## config.mk

```make
export PLATFORM = sky130hd
export DESIGN_NAME = cpwm_bridge
export DESIGN_NICKNAME = d
export VERILOG_FILES = /design/src/rtl/cpwm_pkg.sv /design/src/rtl/cpwm_timebase.sv /design/src/rtl/cpwm_deadband.sv /design/src/rtl/cpwm_guard.sv /design/src/rtl/cpwm_bridge.sv
export SDC_FILE = /design/constraint.sdc
export NUM_CORES = 1
export LEC_CHECK = 0
export BUFFER_PORTS_ARGS = -buffer_cell sky130_fd_sc_hd__buf_2
export CORE_UTILIZATION = 45
export CTS_CLUSTER_SIZE = 24
export DETAILED_ROUTE_END_ITERATION = 10
export HOLD_SLACK_MARGIN = 0.05
export SKIP_CTS_REPAIR_TIMING = 1
export SYNTH_ARGS = -nofsm -noshare
export SYNTH_HDL_FRONTEND = slang
export SYNTH_SLANG_ARGS = --single-unit
```

## constraint.sdc

```tcl
create_clock -name clk -period 4.6 [get_ports clk]
set_input_delay 0.46 -clock clk [delete_from_list [all_inputs] [get_ports clk]]
set_output_delay 0.46 -clock clk [all_outputs]
set_load 0.005 [all_outputs]
```

## src/rtl/cpwm_pkg.sv

```systemverilog
package cpwm_pkg;

    // Register select values on the write port
    typedef enum logic [2:0] {
        A_CTRL = 3'd0,
        A_PSC  = 3'd1,
        A_ARR  = 3'd2,
        A_CCR  = 3'd3,
        A_DT   = 3'd4
    } cpwm_addr_e;

    // Control word, bit 0 is the last member
    typedef struct packed {
        logic outen;    // bit 4
        logic act_low;  // bit 3
        logic ccr_buf;  // bit 2
        logic arr_buf;  // bit 1
        logic run;      // bit 0
    } cpwm_ctrl_t;

    localparam int CTRL_W = $bits(cpwm_ctrl_t);

    function automatic cpwm_ctrl_t ctrl_decode(input logic [CTRL_W-1:0] raw);
        return cpwm_ctrl_t'(raw);
    endfunction

    // Pin level from leg activity, enable and polarity
    function automatic logic drive_pin(input logic act, input logic en, input logic act_low);
        return act_low ^ (en & act);
    endfunction

endpackage

```

## src/rtl/cpwm_timebase.sv

```systemverilog
module cpwm_timebase #(
    parameter int W = 16
) (
    input  logic         clk,
    input  logic         rst,
    input  logic         run,
    input  logic         arr_buf,
    input  logic         ccr_buf,
    input  logic [W-1:0] psc,
    input  logic [W-1:0] arr_new,
    input  logic [W-1:0] ccr_new,
    output logic [W-1:0] cnt,
    output logic [W-1:0] arr_act,
    output logic [W-1:0] ccr_act,
    output logic         tick,
    output logic         wrap,
    output logic         ref_act
);

    logic [W-1:0] div;

    // Compare with >= so a shrunken limit never strands the counter
    assign tick = run && (div >= psc);
    assign wrap = tick && (cnt >= arr_act);

    always_ff @(posedge clk) begin
        if (rst) begin
            div     <= '0;
            cnt     <= '0;
            arr_act <= '1;
            ccr_act <= '0;
            ref_act <= 1'b0;
        end else begin
            if (run) begin
                div <= tick ? '0 : div + 1'b1;
            end
            if (tick) begin
                cnt <= wrap ? '0 : cnt + 1'b1;
            end
            if (!arr_buf || wrap) begin
                arr_act <= arr_new;
            end
            if (!ccr_buf || wrap) begin
                ccr_act <= ccr_new;
            end
            ref_act <= (cnt < ccr_act);
        end
    end

endmodule

```

## src/rtl/cpwm_deadband.sv

```systemverilog
module cpwm_deadband #(
    parameter int DT_W = 8
) (
    input  logic            clk,
    input  logic            rst,
    input  logic [DT_W-1:0] dt,
    input  logic            want,
    output logic            act
);

    logic [DT_W-1:0] hold;

    // Turn-on waits dt clocks; turn-off follows want at once
    always_ff @(posedge clk) begin
        if (rst) begin
            hold <= '0;
            act  <= 1'b0;
        end else if (!want) begin
            hold <= '0;
            act  <= 1'b0;
        end else if (hold >= dt) begin
            act <= 1'b1;
        end else begin
            hold <= hold + 1'b1;
        end
    end

endmodule

```

## src/rtl/cpwm_guard.sv

```systemverilog
module cpwm_guard #(
    parameter int SYNC_N = 2
) (
    input  logic clk,
    input  logic rst,
    input  logic brk_raw,
    input  logic en_set,
    input  logic en_clr,
    output logic en,
    output logic brk_seen
);

    logic [SYNC_N-1:0] sync;

    assign brk_seen = sync[SYNC_N-1];

    always_ff @(posedge clk) begin
        if (rst) begin
            sync <= '0;
            en   <= 1'b0;
        end else begin
            sync <= {sync[SYNC_N-2:0], brk_raw};
            if (brk_seen) begin
                en <= 1'b0;
            end else if (en_set) begin
                en <= 1'b1;
            end else if (en_clr) begin
                en <= 1'b0;
            end
        end
    end

endmodule

```

## src/rtl/cpwm_bridge.sv

```systemverilog
module cpwm_bridge
    import cpwm_pkg::*;
#(
    parameter int CNT_W  = 16,
    parameter int DT_W   = 8,
    parameter int SYNC_N = 2
) (
    input  logic             clk,
    input  logic             rst,
    input  logic             wr_en,
    input  logic [2:0]       wr_addr,
    input  logic [CNT_W-1:0] wr_data,
    input  logic             brk_in,
    output logic             pwm_hi,
    output logic             pwm_lo,
    output logic             out_en
);

    localparam int LEGS = 2;

    cpwm_ctrl_t      wr_ctrl;
    logic            ctrl_hit;
    logic            run_q, arrb_q, ccrb_q, pol_q;
    logic [CNT_W-1:0] psc_q, arr_sh, ccr_sh;
    logic [DT_W-1:0]  dt_q;

    assign wr_ctrl  = ctrl_decode(wr_data[CTRL_W-1:0]);
    assign ctrl_hit = wr_en && (wr_addr == A_CTRL);

    always_ff @(posedge clk) begin
        if (rst) begin
            run_q  <= 1'b0;
            arrb_q <= 1'b0;
            ccrb_q <= 1'b0;
            pol_q  <= 1'b0;
            psc_q  <= '0;
            arr_sh <= '1;
            ccr_sh <= '0;
            dt_q   <= '0;
        end else if (wr_en) begin
            case (wr_addr)
                A_CTRL: begin
                    run_q  <= wr_ctrl.run;
                    arrb_q <= wr_ctrl.arr_buf;
                    ccrb_q <= wr_ctrl.ccr_buf;
                    pol_q  <= wr_ctrl.act_low;
                end
                A_PSC:   psc_q  <= wr_data;
                A_ARR:   arr_sh <= wr_data;
                A_CCR:   ccr_sh <= wr_data;
                A_DT:    dt_q   <= wr_data[DT_W-1:0];
                default: ;
            endcase
        end
    end

    logic [CNT_W-1:0] cnt, arr_act, ccr_act;
    logic             tick, wrap, ref_act;

    cpwm_timebase #(.W(CNT_W)) u_tb (
        .clk     (clk),
        .rst     (rst),
        .run     (run_q),
        .arr_buf (arrb_q),
        .ccr_buf (ccrb_q),
        .psc     (psc_q),
        .arr_new (arr_sh),
        .ccr_new (ccr_sh),
        .cnt     (cnt),
        .arr_act (arr_act),
        .ccr_act (ccr_act),
        .tick    (tick),
        .wrap    (wrap),
        .ref_act (ref_act)
    );

    // Leg 0 follows the reference, leg 1 its complement
    logic [LEGS-1:0] want, leg_act;
    assign want = {~ref_act, ref_act};

    for (genvar g = 0; g < LEGS; g++) begin : g_leg
        cpwm_deadband #(.DT_W(DT_W)) u_db (
            .clk  (clk),
            .rst  (rst),
            .dt   (dt_q),
            .want (want[g]),
            .act  (leg_act[g])
        );
    end

    logic en_w, brk_seen;

    cpwm_guard #(.SYNC_N(SYNC_N)) u_guard (
        .clk      (clk),
        .rst      (rst),
        .brk_raw  (brk_in),
        .en_set   (ctrl_hit && wr_ctrl.outen),
        .en_clr   (ctrl_hit && !wr_ctrl.outen),
        .en       (en_w),
        .brk_seen (brk_seen)
    );

    assign out_en = en_w;
    assign pwm_hi = drive_pin(leg_act[0], en_w, pol_q);
    assign pwm_lo = drive_pin(leg_act[1], en_w, pol_q);

endmodule

```

**After elaboration in Yosys (flattened, before gate mapping)**

Index checks and enable logic that the tools add are counted.

- Add/sub/neg operators: 4
- Multipliers: 0
- Divide/modulo/power cells: 0
- Order comparisons: 5
- Eq/ne operators: 4
- Shifts and indexed selects: 0
- Mux-type cells: 4
- Bitwise gates (word level): 5
- Reduce and logical (&&, ||, !) cells: 20

Operator list:

| kind | count |
|---|---|
| adder 16 x 1 -> 16 bit, second input constant | 2 |
| greater-or-equal comparator 16 bit | 2 |
| two-way mux 16 bit | 2 |
| adder 8 x 1 -> 8 bit, second input constant | 2 |
| greater-or-equal comparator 8 bit | 2 |
| less-than comparator 16 bit | 1 |
| AND reduction 2 bit | 5 |
| == test 3 x 2 -> 1 bit, second input constant | 2 |
| OR reduction 2 bit | 3 |
| logical AND 1 bit | 5 |
| == test 3 x 1 -> 1 bit, second input constant | 1 |
| == test 3 bit, second input constant | 1 |
| logical NOT 1 bit | 3 |
| logical NOT 3 bit | 1 |
| bitwise AND 1 bit | 2 |
| logical OR 1 bit | 2 |
| two-way mux 1 bit | 2 |
| nonzero test 2 bit | 1 |
| bitwise XOR 1 bit | 2 |
| inverter 1 bit | 1 |

- Flip-flop bits (word level): 146
- Bits in latches: 0
- Memory bits (writable): 0
- ROM bits: 0
- Memories: 0

**Longest topological paths before layout**

Gate-level depths: netlist of the first run.

- Depth in word-level cells: 5
- Gate-level depth with buffers: 10
- Mapped depth without buffers: 9

**Hierarchy**

From an unflattened synthesis of the first run, not the netlist that was laid out.

- Cells, all modules: 850
- Area total of the unflattened synthesis: 7604.8 sq um

Modules (own cells, without submodules):

| module | times used | cells each | area each (sq um) | sequential area each (sq um) |
|---|---|---|---|---|
| cpwm_timebase | 1 | 451 | 3833.7 | 1301.2 |
| cpwm_bridge | 1 | 243 | 2494.9 | 1201.2 |
| cpwm_deadband | 2 | 74 | 589.3 | 180.2 |
| cpwm_guard | 1 | 8 | 97.6 | 60.1 |

**Worst setup path before layout of the first run**

No wires, ideal clock.

- Path type: reg2reg
- From: reg u_tb.cnt[0]
- To: reg u_tb.ccr_act[10]
- Library setup time: 0.128 ns
- Data arrival time: 2.252 ns
- Data required time: 4.472 ns
- Slack: 2.221 ns
- Cell stages (with the launch flop): 11
- Buffers on the path: 1
- Cell sequence: dfxtp_1 inv_1 ha_1 nand2b_1 a2111oi_1 o311a_1 o31ai_4 a21oi_4 buf_12 mux2i_1 nor2_1

- Word-level cells in the longest chain between the ends: 3

Ends and longest elaborated chain:

| item | RTL line | source |
|---|---|---|
| start: declaration | cpwm_timebase.sv:12 | `output logic [W-1:0] cnt,` |
| start signal: assignment | cpwm_timebase.sv:38 | `cnt <= wrap ? '0 : cnt + 1'b1;` |
| greater-or-equal comparator 16 bit | cpwm_timebase.sv:24 | `assign wrap = tick && (cnt >= arr_act);` |
| logical AND 1 bit | cpwm_timebase.sv:24 |  |
| logical OR 1 bit | cpwm_timebase.sv:43 | `if (!ccr_buf \|\| wrap) begin` |
| end signal: assignment | cpwm_timebase.sv:44 | `ccr_act <= ccr_new;` |
| end: declaration | cpwm_timebase.sv:14 | `output logic [W-1:0] ccr_act,` |

Every way passes these cells.
A chain may end at the register's enable or synchronous reset.

**Worst setup path after layout of the first run**

- From: reg u_tb.cnt[0]
- To: reg u_tb.arr_act[0]

- Word-level cells in the longest chain between the ends: 3

Ends and longest elaborated chain:

| item | RTL line | source |
|---|---|---|
| greater-or-equal comparator 16 bit | cpwm_timebase.sv:24 |  |
| logical AND 1 bit | cpwm_timebase.sv:24 |  |
| logical OR 1 bit | cpwm_timebase.sv:40 | `if (!arr_buf \|\| wrap) begin` |
| end signal: assignment | cpwm_timebase.sv:41 | `arr_act <= arr_new;` |
| end: declaration | cpwm_timebase.sv:13 | `output logic [W-1:0] arr_act,` |

Every way passes these cells.

==> results.ini, run 1 <==
[timing]
setup_viol=0
max_slew.worst_pin.slew_ps=1250
worst_slack_ps=1500
min_period_over_period=0.673
finalClockSkew_ps=10.8
max_slew_violation_count=0
setup_repair_after_global_routing_missed_its_margin=no
totalNegativeSetupSlack_ps=0
period_needed_ps=3100
report.final.hold_viol_count=0
achievable-frequency_mhz=323
timing.hold.ws_ps=255
relSlewSlack=0.170

[yosys]
synth_edf_count=0
post-synth-top-area-fraction=0.404
synthDominantAreaCellType=sky130_fd_sc_hd__dfxtp_1
yosysWarnings=0
ys_types=52
post_synth.cell_area_avg_um2=8.41
postSynthNetCount=951
async_reset_ff_frac=0
seq_cells_post_synth=146
synthesis.instances=861
synth.area.top_cells=sky130_fd_sc_hd__dfxtp_1 (40%), sky130_fd_sc_hd__ha_1 (12%), sky130_fd_sc_hd__a21oi_1 (5.6%)
synthesis.area_um2=7240
ys_seq_area_frac=0.404
postSynth.topFlopCell=sky130_fd_sc_hd__dfxtp_1

[cts]
cts_tree=done
clock_net_sink_count=146
clk_pin_slew_worst_paths_ps=60
clock_tree.root_cell=sky130_fd_sc_hd__clkbuf_16
later_pin_clock_latency_in_the_skew_report_ps=430
cts_max_level=4
cts_buffer_depth=2
cts_buffers=17

[job]
max-cap-violations=0

[grt]
met3_usage=0.0362
gr-usage-met1=0.254
grt_max_degree=69
grt_antenna_before_repair=0
globalRouteTotalUtil=0.204
busiest_layer=met2
global_route_congestion_overflow_total=0
use_met2=0.354
grt_pass1_vias=5482
first_pass_grt_wire_length_mm=26.5

[worst_setup_path]
worstPathCellList=inv_1 > ha_1 > nand2b_1 > a2111oi_1 > o311a_1 > o31ai_4 > a21oi_2 > nor3_1 > a21oi_1
worst_ep_required_time_ps=4950
critical_path_peak_fanout=32
max_stage_delay_ps=970
critical_path.endpoint_type=flop
cp_slowest_cell=sky130_fd_sc_hd__a21oi_2
cp.arrival_ps=3440
setup.worst_path.class=reg2reg
cp-start-kind=flop

[cells_and_area]
most-common-layout-cells=sky130_fd_sc_hd__dfxtp_1 (146), sky130_fd_sc_hd__nand2_1 (104), sky130_fd_sc_hd__nor2_1 (96)
post_route_cells_drive_above_1_share=0.0683
regArea_um2=2920
nNetsFinal=957
flow.area_growth_from_synthesis_pct=10.8
fill_cells=1546
multiInputGateArea_um2=3910
num_antenna_cells=0
layout_commonest_cell=sky130_fd_sc_hd__dfxtp_1

[detailed_routing]
drt_first_pass_iters=4
route.vias.total=5770
initialDrtViolationCount=247
wl_mm=15.8
drc=0
route.detailed.vias_per_inst=5.27
route.antenna.remaining_nets=0
routedWlPerCell_um=14.4

[worst_hold_path]
hold_class=in2reg

[placed_design]
place_ws_ps=1520
port_buffers=25
routabilityCongestion=0.779
hpwlAfterDp_mm=11.4

[floorplan]
fp.dieArea_um2=16600
top_ports=26
fp-row-count=46
chipWidth_um=129
fp.coreArea_um2=15800
initial_core_util=0.459
die_h_um=129

[pwr]
static-leakage-power_nw=3.24
clock_power_share=0.470
proportion_of_total_power_due_to_net_switching=0.225
total_power_density_per_cell_area_nw_per_um2=342
vdd_drop_max_mv=0.295
power_report.internal_total_w=0.00212
net_load_switching_power_w=0.000617
power.sequential.fraction=0.476
power.share.combinational=0.054

[run_status]
status=completed

[routing by layer]
layer | part of all wire | routed length (µm) | vias to the layer above
met5 | 0 | 0 | -
met4 | 0.013 | 207 | 0
met3 | 0.027 | 420 | 16
met2 | 0.49 | 7770 | 67
met1 | 0.47 | 7360 | 2716
li1 | - | - | 2971
[final cells by class]
type | count | share of cell area
Sequential cell | 146 | 0.364
Timing Repair Buffer | 26 | 0.0168
Tap cell | 216 | 0.0337
Multi-Input combinational cell | 611 | 0.487
Clock inverter | 4 | 0.00640
Clock buffer | 26 | 0.0610
Inverter | 65 | 0.0304
[worst paths after layout]
kind,startpoint,endpoint,slack [ps],cells past startpoint
min,brk_in,u_guard.sync[0],250,2
min reg2reg,u_guard.sync[1],u_guard.en,400,1
max reg2reg,u_tb.cnt[0],u_tb.arr_act[0],1500,9
max,u_tb.cnt[0],u_tb.arr_act[0],1500,9
[power groups by stage]
stage	combinational, W	sequential [W]	clock [W]
2_1_floorplan	0.000107	0.00133	0
3_3_place_gp	0.000144	0.00133	0
3_5_place_dp	0.000149	0.00133	0
4_1_cts	0.000150	0.00131	0.00131
5_1_grt	0.000168	0.00131	0.00136
6_report	0.000148	0.00130	0.00129
[cells in the mapped netlist, types with 3 or more instances]
cell,count
sky130_fd_sc_hd__nand2b_1,6
sky130_fd_sc_hd__a32oi_1,3
sky130_fd_sc_hd__buf_2,5
sky130_fd_sc_hd__and3_1,10
sky130_fd_sc_hd__clkbuf_1,31
sky130_fd_sc_hd__and2_1,4
sky130_fd_sc_hd__and4_1,4
sky130_fd_sc_hd__ha_1,67
sky130_fd_sc_hd__inv_1,65
sky130_fd_sc_hd__o2111ai_1,3
sky130_fd_sc_hd__xor2_1,19
sky130_fd_sc_hd__nand3_1,18
sky130_fd_sc_hd__nor4_1,3
sky130_fd_sc_hd__nor3_1,23
sky130_fd_sc_hd__a211o_1,17
sky130_fd_sc_hd__mux2i_1,21
sky130_fd_sc_hd__nand3b_1,3
sky130_fd_sc_hd__o211ai_1,7
sky130_fd_sc_hd__dfxtp_1,146
sky130_fd_sc_hd__xnor2_1,8
sky130_fd_sc_hd__o21ai_0,18
sky130_fd_sc_hd__o21a_1,3
sky130_fd_sc_hd__nand2_1,104
sky130_fd_sc_hd__nand4_1,17
sky130_fd_sc_hd__a21oi_1,81
sky130_fd_sc_hd__a21o_1,18
sky130_fd_sc_hd__or4_1,7
sky130_fd_sc_hd__nor2b_1,21
sky130_fd_sc_hd__a22oi_1,5
sky130_fd_sc_hd__nor2_1,97
[state kept, by name (all words and copies together), names as in the netlist, 2 cells and up]
signal / cells
u_tb.ccr_act: 16
g_leg.u_db.hold: 16
dt_q: 8
g_leg.u_db.act: 2
u_guard.sync: 2
u_tb.cnt: 16
u_tb.arr_act: 16
ccr_sh: 16
psc_q: 16
u_tb.div: 16
arr_sh: 16
[cell families after synthesis]
| family | count (synthesis) | synth area share |
|---|---|---|
| AO/OA/AOI/OAI | 171 | 0.153 |
| XOR/XNOR | 27 | 0.0327 |
| adder cells (fa/ha/maj) | 67 | 0.116 |
| buffers and inverters | 104 | 0.0570 |
| flip-flops | 146 | 0.404 |
| multiplexers | 21 | 0.0290 |
| AND/OR/NAND/NOR | 325 | 0.209 |
[worst max-delay path, delay by kind of cell (launching register included)]
family                     cells  cell delay [ps]
buffers and inverters          1               80
AOI/OAI and AO/OA              5             1970
DFF                            1              440
adders and majority gates      1              280
and+or+nand+nor                2              250
[stage by stage]
step / power [W] / instance area [µm²] / utilization / std cells
after CTS: 0.00276 / 8020 / 0.509 / 1094
after floorplan: 0.00143 / 7240 / - / 861
after global routing: 0.00283 / 8020 / 0.509 / 1094
after global placement: 0.00148 / 7480 / 0.474 / 1064
after detailed placement: 0.00148 / 7480 / 0.474 / 1064
final: 0.00274 / 8020 / 0.509 / 1094
Power figures use the tool's default switching activity.
==> inputs of run 2 (changes only) <==
clock period = 3.15 ns   (was 4.6 ns; I/O delays follow)
==> results.ini, run 2 (same netlist as run 1, synthesis figures left out) <==
[cells_and_area]
post_layout_nonfiller_instances=1103  ; was 1094
most-common-layout-cells=sky130_fd_sc_hd__dfxtp_1 (146), sky130_fd_sc_hd__nand2_1 (104), sky130_fd_sc_hd__nor2_1 (96)  ; unchanged
nNetsFinal=964  ; was 957
final_area_um2=8170  ; was 8020 µm²
post_route_cells_drive_above_1_share=0.0834  ; was 0.0683
num_antenna_cells=0  ; unchanged
layout_commonest_cell=sky130_fd_sc_hd__dfxtp_1  ; unchanged
flow.area_growth_from_synthesis_pct=12.9  ; was 10.8%

[detailed_routing]
wl_mm=15.9  ; was 15.8 mm
route.detailed.vias_per_inst=5.34  ; was 5.27
drc=0  ; unchanged
initialDrtViolationCount=248  ; was 247
route.antenna.remaining_nets=0  ; unchanged
route.vias.total=5885  ; was 5770
drt_first_pass_iters=5  ; was 4
routedWlPerCell_um=14.5  ; was 14.4 µm

[pwr]
total_power_density_per_cell_area_nw_per_um2=528  ; was 342 nW/µm²
vdd_drop_max_mv=0.406  ; was 0.295 mV
proportion_of_total_power_due_to_net_switching=0.221  ; was 0.225
power_report.internal_total_w=0.00336  ; was 0.00212 W
clock_power_share=0.508  ; was 0.470
static-leakage-power_nw=3.32  ; was 3.24 nW
power.sequential.fraction=0.441  ; was 0.476
net_load_switching_power_w=0.000955  ; was 0.000617 W
power.share.combinational=0.051  ; was 0.054

[worst_setup_path]
max_stage_delay_ps=630  ; was 970 ps
critical_path_peak_fanout=17  ; was 32
cp.arrival_ps=3240  ; was 3440 ps
cp-start-kind=flop  ; unchanged
cp_slowest_cell=sky130_fd_sc_hd__nor2_1  ; was sky130_fd_sc_hd__a21oi_2
critical_path.endpoint_type=flop  ; unchanged
setup.worst_path.class=reg2reg  ; unchanged
worstPathCellList=inv_1 > ha_1 > nand2b_1 > a2111oi_1 > o311a_1 > o31ai_4 > nor2_1 > nand4b_1 > a21oi_1  ; was inv_1 > ha_1 > nand2b_1 > a2111oi_1 > o311a_1 > o31ai_4 > a21oi_2 > nor3_1 > a21oi_1
worst_ep_required_time_ps=3500  ; was 4950 ps

[cts]
clock_net_sink_count=146  ; unchanged
clock_tree.root_cell=sky130_fd_sc_hd__clkbuf_16  ; unchanged
cts_buffer_depth=2  ; unchanged
cts_max_level=4  ; unchanged
cts_tree=done  ; unchanged
clk_pin_slew_worst_paths_ps=60  ; about the same
later_pin_clock_latency_in_the_skew_report_ps=420  ; was 430 ps
cts_buffers=17  ; unchanged

[timing]
report.final.hold_viol_count=0  ; unchanged
max_slew.worst_pin.slew_ps=822  ; was 1250 ps
min_period_over_period=0.919  ; was 0.673
setup_viol=0  ; unchanged
relSlewSlack=0.448  ; was 0.170
timing.hold.ws_ps=102  ; was 255 ps
totalNegativeSetupSlack_ps=0  ; unchanged
max_slew_violation_count=0  ; unchanged
setup_repair_after_global_routing_missed_its_margin=no  ; unchanged
achievable-frequency_mhz=346  ; was 323 MHz
finalClockSkew_ps=8.37  ; was 10.8 ps
period_needed_ps=2890  ; was 3100 ps

[floorplan]
fp.coreArea_um2=15800  ; unchanged
initial_core_util=0.459  ; unchanged
die_h_um=129  ; unchanged
top_ports=26  ; unchanged
chipWidth_um=129  ; unchanged
fp.dieArea_um2=16600  ; unchanged
fp-row-count=46  ; unchanged

[grt]
globalRouteTotalUtil=0.204  ; about the same
first_pass_grt_wire_length_mm=26.4  ; was 26.5 mm
grt_pass1_vias=5536  ; was 5482
grt_max_degree=78  ; was 69
global_route_congestion_overflow_total=0  ; unchanged
grt_antenna_before_repair=0  ; unchanged

[placed_design]
postPlaceCellArea_um2=7530  ; was 7480 µm²
port_buffers=25  ; unchanged
routabilityCongestion=0.795  ; was 0.779
placed_cells=1071  ; was 1064
hpwlAfterDp_mm=11.5  ; was 11.4 mm

[worst_hold_path]
hold_class=in2reg  ; unchanged

[run_status]
status=completed  ; unchanged

[job]
max-cap-violations=0  ; unchanged

[run 2: cell count changes in the layout (fill, tap and decap cells not counted), sizes merged]
cell      before  now
bufinv         1    5
clkbuf        26   18
clkinv         2    5
buf           26   33
clkinvlp       1    4
[run 2: metal layers]
layer	GRT usage	vias to the layer above	wire length, µm	part of all wire
met5	0	-	0	0
met4	0.0678	0	174	0.011
met3	0.0441	14	453	0.028
met2	0.355	80	8050	0.50
met1	0.248	2806	7260	0.46
li1	-	2985	-	-
[run 2: critical path, delay by kind of cell (launching register included)]
kind,cells,cell delay [ps]
fa+ha+maj,1,280
compound gates,4,1100
buf+inv,1,70
simple gates,3,940
flops,1,430
[run 2: area by class of cell]
| class | count | area [µm²] |
|---|---|---|
| inverters | 65 | 244 |
| repair buffers | 33 | 188 |
| clock buffers | 18 | 429 |
| well taps | 216 | 270 |
| multi-input cells | 611 | 3910 |
| clock inverters | 14 | 213 |
| fillers | 1530 | 7600 |
| flip-flops and latches | 146 | 2920 |
[run 2: power by group through the flow]
stage	sequential, W	combinational [W]	clock (W)
2_1_floorplan	0.00194	0.000157	0
3_3_place_gp	0.00194	0.000212	0
3_5_place_dp	0.00195	0.000219	0
4_1_cts	0.00190	0.000221	0.00223
5_1_grt	0.00191	0.000246	0.00232
6_report	0.00190	0.000219	0.00219
[run 2: through the flow]
| stage | setup WS (ps) | utilization | power [W] |
|---|---|---|---|
| 5_1_grt | 58.2 | 0.518 | 0.00447 |
| 6_report | 257 | 0.518 | 0.00432 |
| 4_1_cts | 241 | 0.518 | 0.00436 |
| 3_5_place_dp | 279 | 0.478 | 0.00216 |
| 3_3_place_gp | 385 | 0.478 | 0.00216 |
| 2_1_floorplan | 771 | - | 0.00209 |
[run 2: final timing paths]
kind                            cells past startpoint  slack [ps]         endpoint             from
worst max-delay path                                9         260      u_tb.cnt[4]      u_tb.cnt[0]
worst min-delay path                                2         100  u_guard.sync[0]           brk_in
worst max register to register                      9         260      u_tb.cnt[4]      u_tb.cnt[0]
worst min register to register                      1         400       u_guard.en  u_guard.sync[1]
==> inputs of run 3 (changes only) <==
CORE_ASPECT_RATIO = 1.2   (was not set)
==> results.ini, run 3 (same netlist as run 1, synthesis figures left out) <==
[cts]
clk_pin_slew_worst_paths_ps=60  ; about the same
clock_net_sink_count=146  ; unchanged
clock_tree.root_cell=sky130_fd_sc_hd__clkbuf_16  ; unchanged
cts_buffers=17  ; unchanged
cts_buffer_depth=2  ; unchanged
later_pin_clock_latency_in_the_skew_report_ps=430  ; was 420 ps
cts_max_level=4  ; unchanged
cts_tree=done  ; unchanged

[timing]
finalClockSkew_ps=9.14  ; was 8.37 ps
timing.hold.ws_ps=139  ; was 102 ps
report.final.hold_viol_count=0  ; unchanged
relSlewSlack=0.408  ; was 0.448
max_slew.worst_pin.slew_ps=883  ; was 822 ps
setup_viol=0  ; unchanged
period_needed_ps=2810  ; was 2890 ps
totalNegativeSetupSlack_ps=0  ; unchanged
achievable-frequency_mhz=355  ; was 346 MHz
min_period_over_period=0.893  ; was 0.919
setup_repair_after_global_routing_missed_its_margin=no  ; unchanged
max_slew_violation_count=0  ; unchanged

[floorplan]
fp.coreArea_um2=15600  ; was 15800 µm²
fp.dieArea_um2=16600  ; about the same
initial_core_util=0.463  ; was 0.459
chipWidth_um=118  ; was 129 µm
fp-row-count=50  ; was 46
die_h_um=141  ; was 129 µm
top_ports=26  ; unchanged

[worst_setup_path]
cp-start-kind=flop  ; unchanged
largest_delay_contributor_family_on_the_critical_path=compound AO/OA/AOI/OAI gates  ; unchanged
crit_buf_inv=2  ; was 1
critical_path_peak_fanout=17  ; unchanged
r2r_cells=10  ; was 9
max_stage_delay_ps=430  ; was 630 ps
worstPathCellList=inv_1 > ha_1 > nand2b_1 > a2111oi_1 > o311a_1 > o31ai_4 > a21oi_2 > buf_4 > nor3_1 > a21oi_1  ; was inv_1 > ha_1 > nand2b_1 > a2111oi_1 > o311a_1 > o31ai_4 > nor2_1 > nand4b_1 > a21oi_1
worstReg2RegEnd=u_tb.arr_act[9]  ; was u_tb.cnt[4]
setup.worst_path.class=reg2reg  ; unchanged
critical_path.endpoint_type=flop  ; unchanged
reg2reg_slack_ps=340  ; was 260 ps
worst_ep_required_time_ps=3490  ; was 3500 ps
cp_slowest_cell=sky130_fd_sc_hd__a21oi_2  ; was sky130_fd_sc_hd__nor2_1
cp.arrival_ps=3160  ; was 3240 ps
reg2reg_from=u_tb.cnt[0]  ; unchanged

[job]
max-cap-violations=0  ; unchanged

[placed_design]
placed_cells=1064  ; was 1071
postPlaceCellArea_um2=7530  ; about the same
hpwlAfterDp_mm=11.9  ; was 11.5 mm
port_buffers=25  ; unchanged
routabilityCongestion=0.881  ; was 0.795

[cells_and_area]
multiInputGateArea_um2=3910  ; unchanged
nNetsFinal=965  ; was 964
most-common-layout-cells=sky130_fd_sc_hd__dfxtp_1 (146), sky130_fd_sc_hd__nand2_1 (104), sky130_fd_sc_hd__nor2_1 (96)  ; unchanged
final_area_um2=8120  ; was 8170 µm²
flow.area_growth_from_synthesis_pct=12.1  ; was 12.9%
fill_cells=1525  ; was 1530
post_layout_nonfiller_instances=1095  ; was 1103
post_route_cells_drive_above_1_share=0.0823  ; was 0.0834
num_antenna_cells=0  ; unchanged
layout_commonest_cell=sky130_fd_sc_hd__dfxtp_1  ; unchanged
regArea_um2=2920  ; unchanged

[detailed_routing]
met3WireLength_um=629  ; was 453 µm
top_signal_layer_used=met4  ; unchanged
drt_first_pass_iters=4  ; was 5
routedWlPerCell_um=14.7  ; was 14.5 µm
drc=0  ; unchanged
met2WireLength_mm=7.88  ; was 8.05 mm
met1_length_mm=7.25  ; was 7.26 mm
wl_mm=16.1  ; was 15.9 mm
route.detailed.vias_per_inst=5.30  ; was 5.34
route.vias.total=5799  ; was 5885
initialDrtViolationCount=322  ; was 248
route.antenna.remaining_nets=0  ; unchanged

[grt]
grt_max_degree=72  ; was 78
grt_antenna_before_repair=0  ; unchanged
global_route_congestion_overflow_total=0  ; unchanged
globalRouteTotalUtil=0.204  ; about the same
grt_pass1_vias=5744  ; was 5536
first_pass_grt_wire_length_mm=27.0  ; was 26.4 mm

[worst_hold_path]
whs_path_depth=2  ; unchanged
startpoint_of_the_lowest_slack_hold_path=wr_data[15]  ; was brk_in
hold_class=in2reg  ; unchanged
hold_end=arr_sh[15]  ; was u_guard.sync[0]

[pwr]
total_power_density_per_cell_area_nw_per_um2=509  ; was 528 nW/µm²
static-leakage-power_nw=3.31  ; was 3.32 nW
vdd_drop_max_mv=0.369  ; was 0.406 mV

[run_status]
status=completed  ; unchanged

-- run 3: cell count changes in the layout (fill, tap and decap cells not counted), sizes merged --
cell      previous run  this run
buf                 33        34
clkbuf              18        23
clkinvlp             4         2
clkinv               5         4
bufinv               5         2
-- run 3: area by class of cell --
cell class	instances	share of cell area
Multi-Input combinational cell	611	0.481
Sequential cell	146	0.360
Timing Repair Buffer	34	0.0240
Clock buffer	23	0.0601
Inverter	65	0.0300
Tap cell	208	0.0320
Clock inverter	8	0.0126
-- run 3: worst max path at each step --
stage                           start               end  slack (ps)  cells past startpoint
after floorplan           u_tb.cnt[0]  u_tb.ccr_act[10]         770                     10
final                     u_tb.cnt[0]   u_tb.arr_act[9]         340                     10
after detailed placement  u_tb.cnt[0]   u_tb.arr_act[9]         360                     10
after global routing      u_tb.cnt[0]  u_tb.arr_act[13]          90                     10
after CTS                 u_tb.cnt[0]   u_tb.arr_act[9]         340                     10
after global placement    u_tb.cnt[0]   u_tb.arr_act[8]         530                     10
-- run 3: layer usage --
metal	up-vias	global-route usage
li1	2985	-
met4	0	0.0897
met3	22	0.0380
met1	2695	0.244
met5	-	0
met2	97	0.357
-- run 3: report_power, final --
| group | switching, W | internal (W) |
|---|---|---|
| clock | 0.000762 | 0.00124 |
| sequential | 0.0000244 | 0.00188 |
| combinational | 0.000141 | 0.0000782 |
-- run 3: stage by stage --
stage | worst slack (ps) | utilization | power, W
2_1_floorplan | 771 | - | 0.00209
3_3_place_gp | 535 | 0.481 | 0.00216
3_5_place_dp | 364 | 0.481 | 0.00217
4_1_cts | 336 | 0.519 | 0.00417
5_1_grt | 87.0 | 0.519 | 0.00429
6_report | 336 | 0.519 | 0.00413
-- run 3: worst register-to-register path: stages (launching register included) --
cell	delay, ps
sky130_fd_sc_hd__dfxtp_1	420
sky130_fd_sc_hd__inv_1	70
sky130_fd_sc_hd__ha_1	280
sky130_fd_sc_hd__nand2b_1	130
sky130_fd_sc_hd__a2111oi_1	410
sky130_fd_sc_hd__o311a_1	260
sky130_fd_sc_hd__o31ai_4	180
sky130_fd_sc_hd__a21oi_2	440
sky130_fd_sc_hd__buf_4	290
sky130_fd_sc_hd__nor3_1	70
sky130_fd_sc_hd__a21oi_1	160
